$ cat src/rtl/ptc_pkg.sv
package ptc_pkg;

   typedef struct packed {
      logic use4;
      logic use5;
      logic uselong;
   } poly_pick_t;

   function automatic poly_pick_t pick_polys(input logic [2:0] code);
      poly_pick_t p;
      p = '0;
      case (code)
         3'b000: begin p.use5 = 1'b1; p.uselong = 1'b1; end
         3'b001, 3'b011: p.use5 = 1'b1;
         3'b010: begin p.use5 = 1'b1; p.use4 = 1'b1; end
         3'b100: p.uselong = 1'b1;
         3'b110: p.use4 = 1'b1;
         default: p = '0;
      endcase
      return p;
   endfunction

endpackage

$ cat src/rtl/ptc_lfsr.sv
module ptc_lfsr #(
   parameter int W   = 4,
   parameter int TAP = 1
) (
   input  logic clk,
   input  logic rst_n,
   output logic bit_o
);
   generate
      if (W < 2 || TAP < 1 || TAP >= W) begin : g_bad
         $error("ptc_lfsr: illegal width or tap");
      end
   endgenerate

   logic [W-1:0] sr_q;
   logic         fb;

   assign fb    = sr_q[0] ^ sr_q[TAP];
   assign bit_o = sr_q[0];

   always_ff @(posedge clk or negedge rst_n) begin
      if (!rst_n) sr_q <= '1;
      else        sr_q <= {fb, sr_q[W-1:1]};
   end
endmodule

$ cat src/rtl/ptc_divider.sv
module ptc_divider #(
   parameter int W = 8
) (
   input  logic         clk,
   input  logic         rst_n,
   input  logic         tick_i,
   input  logic [W-1:0] load_i,
   output logic         uflow_o,
   output logic [W-1:0] cnt_o
);
   generate
      if (W < 1) begin : g_bad
         $error("ptc_divider: width must be positive");
      end
   endgenerate

   logic [W-1:0] cnt_q;

   assign uflow_o = tick_i && (cnt_q == '0);
   assign cnt_o   = cnt_q;

   always_ff @(posedge clk or negedge rst_n) begin
      if (!rst_n)       cnt_q <= '0;
      else if (uflow_o) cnt_q <= load_i;
      else if (tick_i)  cnt_q <= cnt_q - 1'b1;
   end
endmodule

$ cat src/rtl/ptc_shaper.sv
module ptc_shaper
   import ptc_pkg::*;
#(
   parameter int VOL_W = 4
) (
   input  logic             clk,
   input  logic             rst_n,
   input  logic             uflow_i,
   input  logic [2:0]       dist_i,
   input  logic             p4_i,
   input  logic             p5_i,
   input  logic             plong_i,
   input  logic             vol_only_i,
   input  logic [VOL_W-1:0] vol_i,
   output logic             tgl_o,
   output logic             pass_o,
   output logic [VOL_W-1:0] amp_o
);
   poly_pick_t pick;
   logic       tgl_q;

   assign pick   = pick_polys(dist_i);
   assign pass_o = uflow_i
                 & (~pick.use4    | p4_i)
                 & (~pick.use5    | p5_i)
                 & (~pick.uselong | plong_i);

   always_ff @(posedge clk or negedge rst_n) begin
      if (!rst_n)      tgl_q <= 1'b0;
      else if (pass_o) tgl_q <= ~tgl_q;
   end

   assign tgl_o = tgl_q;
   assign amp_o = (vol_only_i || tgl_q) ? vol_i : '0;
endmodule

$ cat src/rtl/poly_tone_channel.sv
module poly_tone_channel #(
   parameter int FREQ_W = 8,
   parameter int VOL_W  = 4,
   localparam int CTRL_W = 3 + 1 + VOL_W
) (
   input  logic              clk,
   input  logic              rst_n,
   input  logic              tick_i,
   input  logic [FREQ_W-1:0] freq_i,
   input  logic [CTRL_W-1:0] ctrl_i,
   input  logic              short_poly_i,
   output logic [VOL_W-1:0]  amp_o
);
   localparam int NPOLY = 4;
   localparam int PW [NPOLY] = '{4, 5, 9, 17};
   localparam int PT [NPOLY] = '{1, 2, 4, 3};

   logic [NPOLY-1:0]  pbit;
   logic              uflow;
   logic              pass;
   logic              tgl;
   logic [FREQ_W-1:0] cnt;
   logic              plong;

   generate
      if (VOL_W < 1) begin : g_bad
         $error("poly_tone_channel: volume width must be positive");
      end
      for (genvar i = 0; i < NPOLY; i++) begin : g_poly
         ptc_lfsr #(.W(PW[i]), .TAP(PT[i])) u_lfsr (
            .clk   (clk),
            .rst_n (rst_n),
            .bit_o (pbit[i])
         );
      end
   endgenerate

   assign plong = short_poly_i ? pbit[2] : pbit[3];

   ptc_divider #(.W(FREQ_W)) u_div (
      .clk     (clk),
      .rst_n   (rst_n),
      .tick_i  (tick_i),
      .load_i  (freq_i),
      .uflow_o (uflow),
      .cnt_o   (cnt)
   );

   ptc_shaper #(.VOL_W(VOL_W)) u_shp (
      .clk        (clk),
      .rst_n      (rst_n),
      .uflow_i    (uflow),
      .dist_i     (ctrl_i[CTRL_W-1 -: 3]),
      .p4_i       (pbit[0]),
      .p5_i       (pbit[1]),
      .plong_i    (plong),
      .vol_only_i (ctrl_i[VOL_W]),
      .vol_i      (ctrl_i[VOL_W-1:0]),
      .tgl_o      (tgl),
      .pass_o     (pass),
      .amp_o      (amp_o)
   );
endmodule

$ cat config.mk
export PLATFORM = sky130hd
export DESIGN_NAME = poly_tone_channel
export DESIGN_NICKNAME = d
export VERILOG_FILES = /design/src/rtl/ptc_pkg.sv /design/src/rtl/ptc_lfsr.sv /design/src/rtl/ptc_divider.sv /design/src/rtl/ptc_shaper.sv /design/src/rtl/poly_tone_channel.sv
export SDC_FILE = /design/constraint.sdc
export NUM_CORES = 1
export LEC_CHECK = 0
export BUFFER_PORTS_ARGS = -buffer_cell sky130_fd_sc_hd__buf_2
export CAP_MARGIN = 20
export CORE_ASPECT_RATIO = 1.2
export CORE_UTILIZATION = 35
export CTS_CLUSTER_SIZE = 30
export DETAILED_ROUTE_END_ITERATION = 6
export GPL_TIMING_DRIVEN = 0
export PLACE_DENSITY_LB_ADDON = 0.2
export SLEW_MARGIN = 20
export SYNTH_ARGS = -nofsm -noshare
export SYNTH_HDL_FRONTEND = slang
export SYNTH_SLANG_ARGS = --single-unit
$ cat constraint.sdc
create_clock -name clk -period 2 [get_ports clk]
set_input_delay 0.4 -clock clk [delete_from_list [all_inputs] [get_ports clk]]
set_output_delay 0.4 -clock clk [all_outputs]
set_load 0.005 [all_outputs]
==> results of run 1 <==
==> flip-flops by register name, summed over array words and instances (netlist names) <==
register	cells
g_poly.u_lfsr.sr_q	35
u_div.cnt_o	8
u_shp.tgl_o	1
==> kinds of logic (layout without fill, tap and decap cells) <==
| kind of cell | Yosys count | after routing | synth area share (%) |
|---|---|---|---|
| flip-flops | 44 | 44 | 72.9 |
| AND/OR/NAND/NOR | 29 | 29 | 11.9 |
| multiplexers | 3 | 3 | 2.31 |
| XOR/XNOR | 5 | 5 | 2.79 |
| buffers and inverters | 6 | 37 | 1.51 |
| AO/OA/AOI/OAI | 16 | 16 | 7.01 |
| adder cells (fa/ha/maj) | 2 | 2 | 1.59 |
==> power by group <==
group / switching (W) / internal [W] / total [W]
Clock: 0.000283 / 0.000245 / 0.000528
Combinational: 0.000113 / 0.000101 / 0.000213
Sequential: 0.0000749 / 0.000948 / 0.00102
Total: 0.000471 / 0.00129 / 0.00176
==> stage by stage <==
step	utilization (%)	setup WS [ps]	area [um^2]	power (W)
after CTS	42.9	453	1840	0.00180
final	42.9	465	1840	0.00176
after global placement	40.9	504	1760	0.00124
after floorplan	-	608	1570	0.00117
after detailed placement	40.9	465	1760	0.00125
after global routing	42.9	299	1840	0.00188
==> per-layer routing <==
metal	wire [um]	share of wire (%)
met4	55	2.2
met3	143	5.7
met2	1250	50
met1	1050	42
met5	0	0
==> cell usage after synthesis, drive strengths merged <==
master | number | area [um^2]
dfstp | 35 | 920
dfrtp | 9 | 225
nand2 | 6 | 22.5
o21ai | 6 | 30.0
inv | 5 | 18.8
nor2b | 5 | 31.3
xor2 | 4 | 35.0
a22oi | 3 | 22.5
a31oi | 3 | 18.8
nor3 | 3 | 15.0
and3 | 2 | 12.5
ha | 2 | 25.0
mux2 | 2 | 26.3
nand2b | 2 | 12.5
nand3 | 2 | 10.0
nor2 | 2 | 7.51
nor3b | 2 | 20.0
o2bb2ai | 2 | 17.5
and2b | 1 | 10.0
buf | 1 | 5.00
mux2i | 1 | 10.0
nand4bb | 1 | 11.3
nor4 | 1 | 21.3
o221ai | 1 | 15.0
o22ai | 1 | 6.26
or2b | 1 | 7.51
or3 | 1 | 6.26
xnor2 | 1 | 8.76
==> final cells by class <==
type                    count  area (um^2)
repair buffers             23          115
well taps                  56         70.1
clock inverters             2         11.3
flip-flops and latches     44         1140
plain buffers               1         5.00
clock buffers               6         72.6
fillers                   432         2450
inverters                   5         18.8
multi-input cells          55          403
==> worst min path at each step <==
stage / startpoint / end / slack, ps / cells past startpoint
3_3_place_gp: g_poly[3].u_lfsr.sr_q[8] / g_poly[3].u_lfsr.sr_q[7] / 350 / 0
6_report: rst_n / u_div.cnt_o[2] / 240 / 1
4_1_cts: rst_n / u_shp.tgl_o / 250 / 1
2_1_floorplan: rst_n / u_div.cnt_o[0] / 100 / 0
5_1_grt: rst_n / u_shp.tgl_o / 300 / 1
3_5_place_dp: g_poly[3].u_lfsr.sr_q[6] / g_poly[3].u_lfsr.sr_q[5] / 350 / 0
==> results.sh, run 1 <==
export IMPL_relSlewSlack_pct=40.5
export IMPL_synth_cell_types=30
export IMPL_fin_nets=157
export IMPL_crit_type="reg2reg"
export IMPL_final_hold_viol_count=0
export IMPL_cts_repair_resized=0
export IMPL_antenna_left=0
export IMPL_cp_end_kind="flop"
export IMPL_final_max_slew_viol_count=0
export IMPL_coreArea_um2=4290
export IMPL_met3_usage_pct=5.39
export IMPL_die_h_um=75.4
export IMPL_globalRouteTotalUtil_pct=12.4
export IMPL_cp_slowest_stage_delay_ps=400
export IMPL_grt_pass1_wl_um=4270
export IMPL_clk_pin_slew_ps=80
export IMPL_postSynthAreaPerCell_um2=15.0
export IMPL_critical_path_top_delay_family="simple AND/OR/NAND/NOR gates"
export IMPL_ff2ff_setup_slack_ps=460
export IMPL_r2r_start="u_div.cnt_o[0]"
export IMPL_cellLeakagePower_nw=0.814
export IMPL_outcome="completed"
export IMPL_grt_overflow_total=0
export IMPL_met1_usage_pct=14.2
export IMPL_portBuffers=23
export IMPL_post_route_period_util_pct=76.8
export IMPL_final_common_cell="dfstp_2"
export IMPL_yosysWarnings=0
export IMPL_die_area_um2=4760
export IMPL_num_vias=908
export IMPL_post_cts_buffers=0
export IMPL_drive_gt1_share_pct=52.9
export IMPL_antenna_found_initial=0
export IMPL_drv_cap=0
export IMPL_place_inst=184
export IMPL_syn_nets=127
export IMPL_fmax_mhz=651
export IMPL_ir_drop_mv=0.547
export IMPL_antenna_cells=0
export IMPL_setup_viol=0
export IMPL_crit_path_start="u_div.cnt_o[0]"
export IMPL_fin_hold_ws_ps=238
export IMPL_ys_seq_elements=44
export IMPL_insertion_delay_ps=290
export IMPL_wirelength_um=2500
export IMPL_start_kind="flop"
export IMPL_rows=26
export IMPL_grt_max_degree=45
export IMPL_cts_buffers=5
export IMPL_yosysSeqAreaShare_pct=72.9
export IMPL_area_delta_synth_final_pct=17.1
export IMPL_endpoint="u_div.cnt_o[3]"
export IMPL_clock_sinks=44
export IMPL_syn_instance_count=105
export IMPL_top_usage_layer="met2"
export IMPL_critPathBufInv=1
export IMPL_path_cells="inv_1 > ha_1 > nand4bb_1 > nand2b_1 > o21ai_0 > a22oi_1"
export IMPL_fp_dieW_um=63.2
export IMPL_ctsHtreeMaxLevel=2
export IMPL_crit_cells=6
export IMPL_gp_congestion=0.780
export IMPL_avgRoutedWirePerCell_um=13.0
export IMPL_place_hpwl_um=1680
export IMPL_grt_pass1_vias=930
export IMPL_skew_ps=3.62
export IMPL_met2_usage_pct=19.8
export IMPL_finalSetupTns_ps=0
export IMPL_start_util_pct=36.6
export IMPL_drt_iter0_drc=35
export IMPL_worstPathMaxFanout=6
export IMPL_rsz0062_at_grt="false"
export IMPL_period_minus_slack_ps=1540
export IMPL_holdBufCountCts=0
export IMPL_cts_tree="built"
export IMPL_syn_area_um2=1570
export IMPL_r2r_end="u_div.cnt_o[3]"
export IMPL_r2r_cells=6
export IMPL_worst_slew_pin_transition_ps=893
export IMPL_worst_ep_arrival_time_ps=1710
export IMPL_instances_no_fill=192
export IMPL_power_density_nw_per_um2=959
export IMPL_cts_buffer_depth=2
export IMPL_cp_required_ps=2170
export IMPL_dr_pass1_iters=4
export IMPL_boundaryPins=24
export IMPL_hold_path_class="in2async"
export IMPL_cp_slowest_cell="dfrtp_1"
export IMPL_vias_per_cell=4.73
export IMPL_drc=0
export IMPL_mostFrequentLayoutCells="dfstp_2 (35), buf_2 (24), dfrtp_1 (9)"
export IMPL_cts_root_buf="clkbuf_8"
Note: power is estimated with default switching activity, not from simulation.
==> run 2, diff against run 1 <==
- clock period: 2 -> 1.27 ns (I/O delays scaled with it)
==> run 2 against run 1 <==
The run now ends with negative setup slack left. Clock power increased by 110%. Sequential power increased by 58%. Worst setup slack got worse by 590 ps. Maximum frequency increased by 9.6%. Global-route usage increased by 0.31 points. Sequential share of layout area decreased by 5.7 points. Final area increased by 10%. First-iteration DRC count decreased by 29%. Combinational power increased to 2.6 times the previous value.
==> results.sh, run 2 (synthesis gave the netlist of run 1 again) <==
export IMPL_outcome="finished with violations"
export IMPL_violations="negative setup slack"
export IMPL_combPwrFrac_pct=17.0
export IMPL_total_power_w=0.00326
export IMPL_antenna_found_initial=0
export IMPL_drc=0
export IMPL_mostFrequentLayoutCells="dfstp_2 (35), buf_2 (24), buf_4 (10)"
export IMPL_drv_cap=0
export IMPL_drt_iter0_drc=25
export IMPL_place_area_um2=1760
export IMPL_worstPathMaxFanout=8
export IMPL_ir_drop_mv=0.836
export IMPL_skew_ps=4.75
export IMPL_pwr_share_clk_pct=33.6
export IMPL_grt_max_degree=45
export IMPL_avgRoutedWirePerCell_um=13.1
export IMPL_seqPwrFrac_pct=49.4
export IMPL_cp_required_ps=1450
export IMPL_antenna_left=0
export IMPL_final_max_slew_viol_count=0
export IMPL_cp_end_kind="flop"
export IMPL_dr_pass1_iters=3
export IMPL_hold_path_class="in2async"
export IMPL_crit_type="reg2reg"
export IMPL_timing_final_ws_setup_ps=-130
export IMPL_final_area_um2=2030
export IMPL_clk_pin_slew_ps=80
export IMPL_wirelength_um=2650
export IMPL_fin_nets=167
export IMPL_clock_sinks=44
export IMPL_antenna_cells=0
export IMPL_regMostFlops="g_poly.u_lfsr.sr_q"
export IMPL_regArea_um2=1140
export IMPL_post_route_period_util_pct=110
export IMPL_holdBufCountCts=0
export IMPL_cellLeakagePower_nw=0.892
export IMPL_cts_tree="built"
export IMPL_die_area_um2=4760
export IMPL_place_inst=184
export IMPL_period_minus_slack_ps=1400
export IMPL_p_sw_w=0.000832
export IMPL_drive_gt1_share_pct=64.4
export IMPL_grt_pass1_wl_um=4480
export IMPL_boundaryPins=24
export IMPL_rsz0062_at_grt="true"
export IMPL_power_density_nw_per_um2=1610
export IMPL_cts_buffer_depth=2
export IMPL_insertion_delay_ps=290
export IMPL_fmax_mhz=714
export IMPL_worst_slew_pin_transition_ps=880
export IMPL_worst_ep_arrival_time_ps=1580
export IMPL_instances_no_fill=202
export IMPL_num_vias=932
export IMPL_coreArea_um2=4290
export IMPL_gp_congestion=0.751
export IMPL_start_util_pct=36.6
export IMPL_fillers=398
export IMPL_switching_share_pct=25.5
export IMPL_fin_util_pct=47.2
export IMPL_vias_per_cell=4.61
export IMPL_setup_viol=10
export IMPL_area_delta_synth_final_pct=28.9
export IMPL_globalRouteTotalUtil_pct=12.7
export IMPL_largest_reg_flops=35
export IMPL_grt_overflow_total=0
export IMPL_portBuffers=23
export IMPL_multi_input_area_um2=475
export IMPL_ctsHtreeMaxLevel=2
export IMPL_relSlewSlack_pct=41.4
export IMPL_grt_pass1_vias=953
export IMPL_p_int_w=0.00243
export IMPL_die_h_um=75.4
export IMPL_final_common_cell="dfstp_2"
export IMPL_final_hold_viol_count=0
export IMPL_place_hpwl_um=1650
export IMPL_rows=26
export IMPL_fp_dieW_um=63.2
export IMPL_cts_buffers=5
export IMPL_start_kind="flop"
export IMPL_cts_root_buf="clkbuf_8"
==> run 2: cell count changes in the layout (fill, tap and decap cells not counted), moves of 2 or more <==
cell	before	now
buf_4	0	10
ha_1	2	0
inv_1	5	3
inv_2	0	2
o21ai_0	6	2
o21ai_1	0	3
==> run 2: path summary, 6_finish.rpt <==
path / slack (ps) / startpoint / cells after the start / end
hold reg to reg: 360 / g_poly[3].u_lfsr.sr_q[2] / 0 / g_poly[3].u_lfsr.sr_q[1]
hold / removal: 80 / rst_n / 1 / u_shp.tgl_o
setup / recovery: -130 / u_div.cnt_o[0] / 6 / u_shp.tgl_o
setup reg to reg: -130 / u_div.cnt_o[0] / 6 / u_shp.tgl_o
max in group asynchronous: 650 / rst_n / 1 / u_div.cnt_o[0]
min in group clk: 180 / freq_i[2] / 3 / u_div.cnt_o[2]
==> run 2: per-layer routing <==
| layer | wire length, um | vias to the layer above | GRT usage, % |
|---|---|---|---|
| li1 | - | 436 | - |
| met4 | 22 | 0 | 4.80 |
| met3 | 144 | 5 | 5.69 |
| met1 | 1150 | 472 | 15.4 |
| met2 | 1340 | 19 | 20.3 |
| met5 | 0 | - | 0 |
==> run 2: area by class of cell <==
class	instances	area share, %
clock inverters	2	1.91
flip-flops and latches	44	56.5
well taps	56	3.46
multi-input cells	55	23.5
inverters	5	0.926
clock buffers	6	4.08
repair buffers	33	9.39
plain buffers	1	0.247
==> run 2: power by group through the flow <==
stage / Combinational (W) / Sequential [W] / Clock (W)
3_5_place_dp: 0.000331 / 0.00164 / 0
4_1_cts: 0.000502 / 0.00160 / 0.00114
6_report: 0.000556 / 0.00161 / 0.00110
3_3_place_gp: 0.000318 / 0.00164 / 0
5_1_grt: 0.000627 / 0.00162 / 0.00121
2_1_floorplan: 0.000227 / 0.00161 / 0
==> run 2: timing repair <==
action / 4_1_cts / 5_1_grt
pin swaps: 7 / 5
setup endpoints to repair: 13 / 13
setup buffers: 10 / 0
resized for setup: 8 / 10
==> run 2: critical path: stages, from the launching register on <==
cell       delay [ps]
dfrtp_1           410
inv_2              80
ha_4              130
nand4bb_4         110
and2b_4           330
o221ai_2          110
xnor2_1           130
==> run 2: per-stage QoR <==
stage,TNS (ps),hold WS [ps],worst slack (ps)
floorplan,-248,-41.6,-62.3
global placement,-1230,347,-183
detailed placement,-1660,348,-232
CTS,-1090,109,-144
global route,-1800,144,-207
finish,-849,83.1,-130
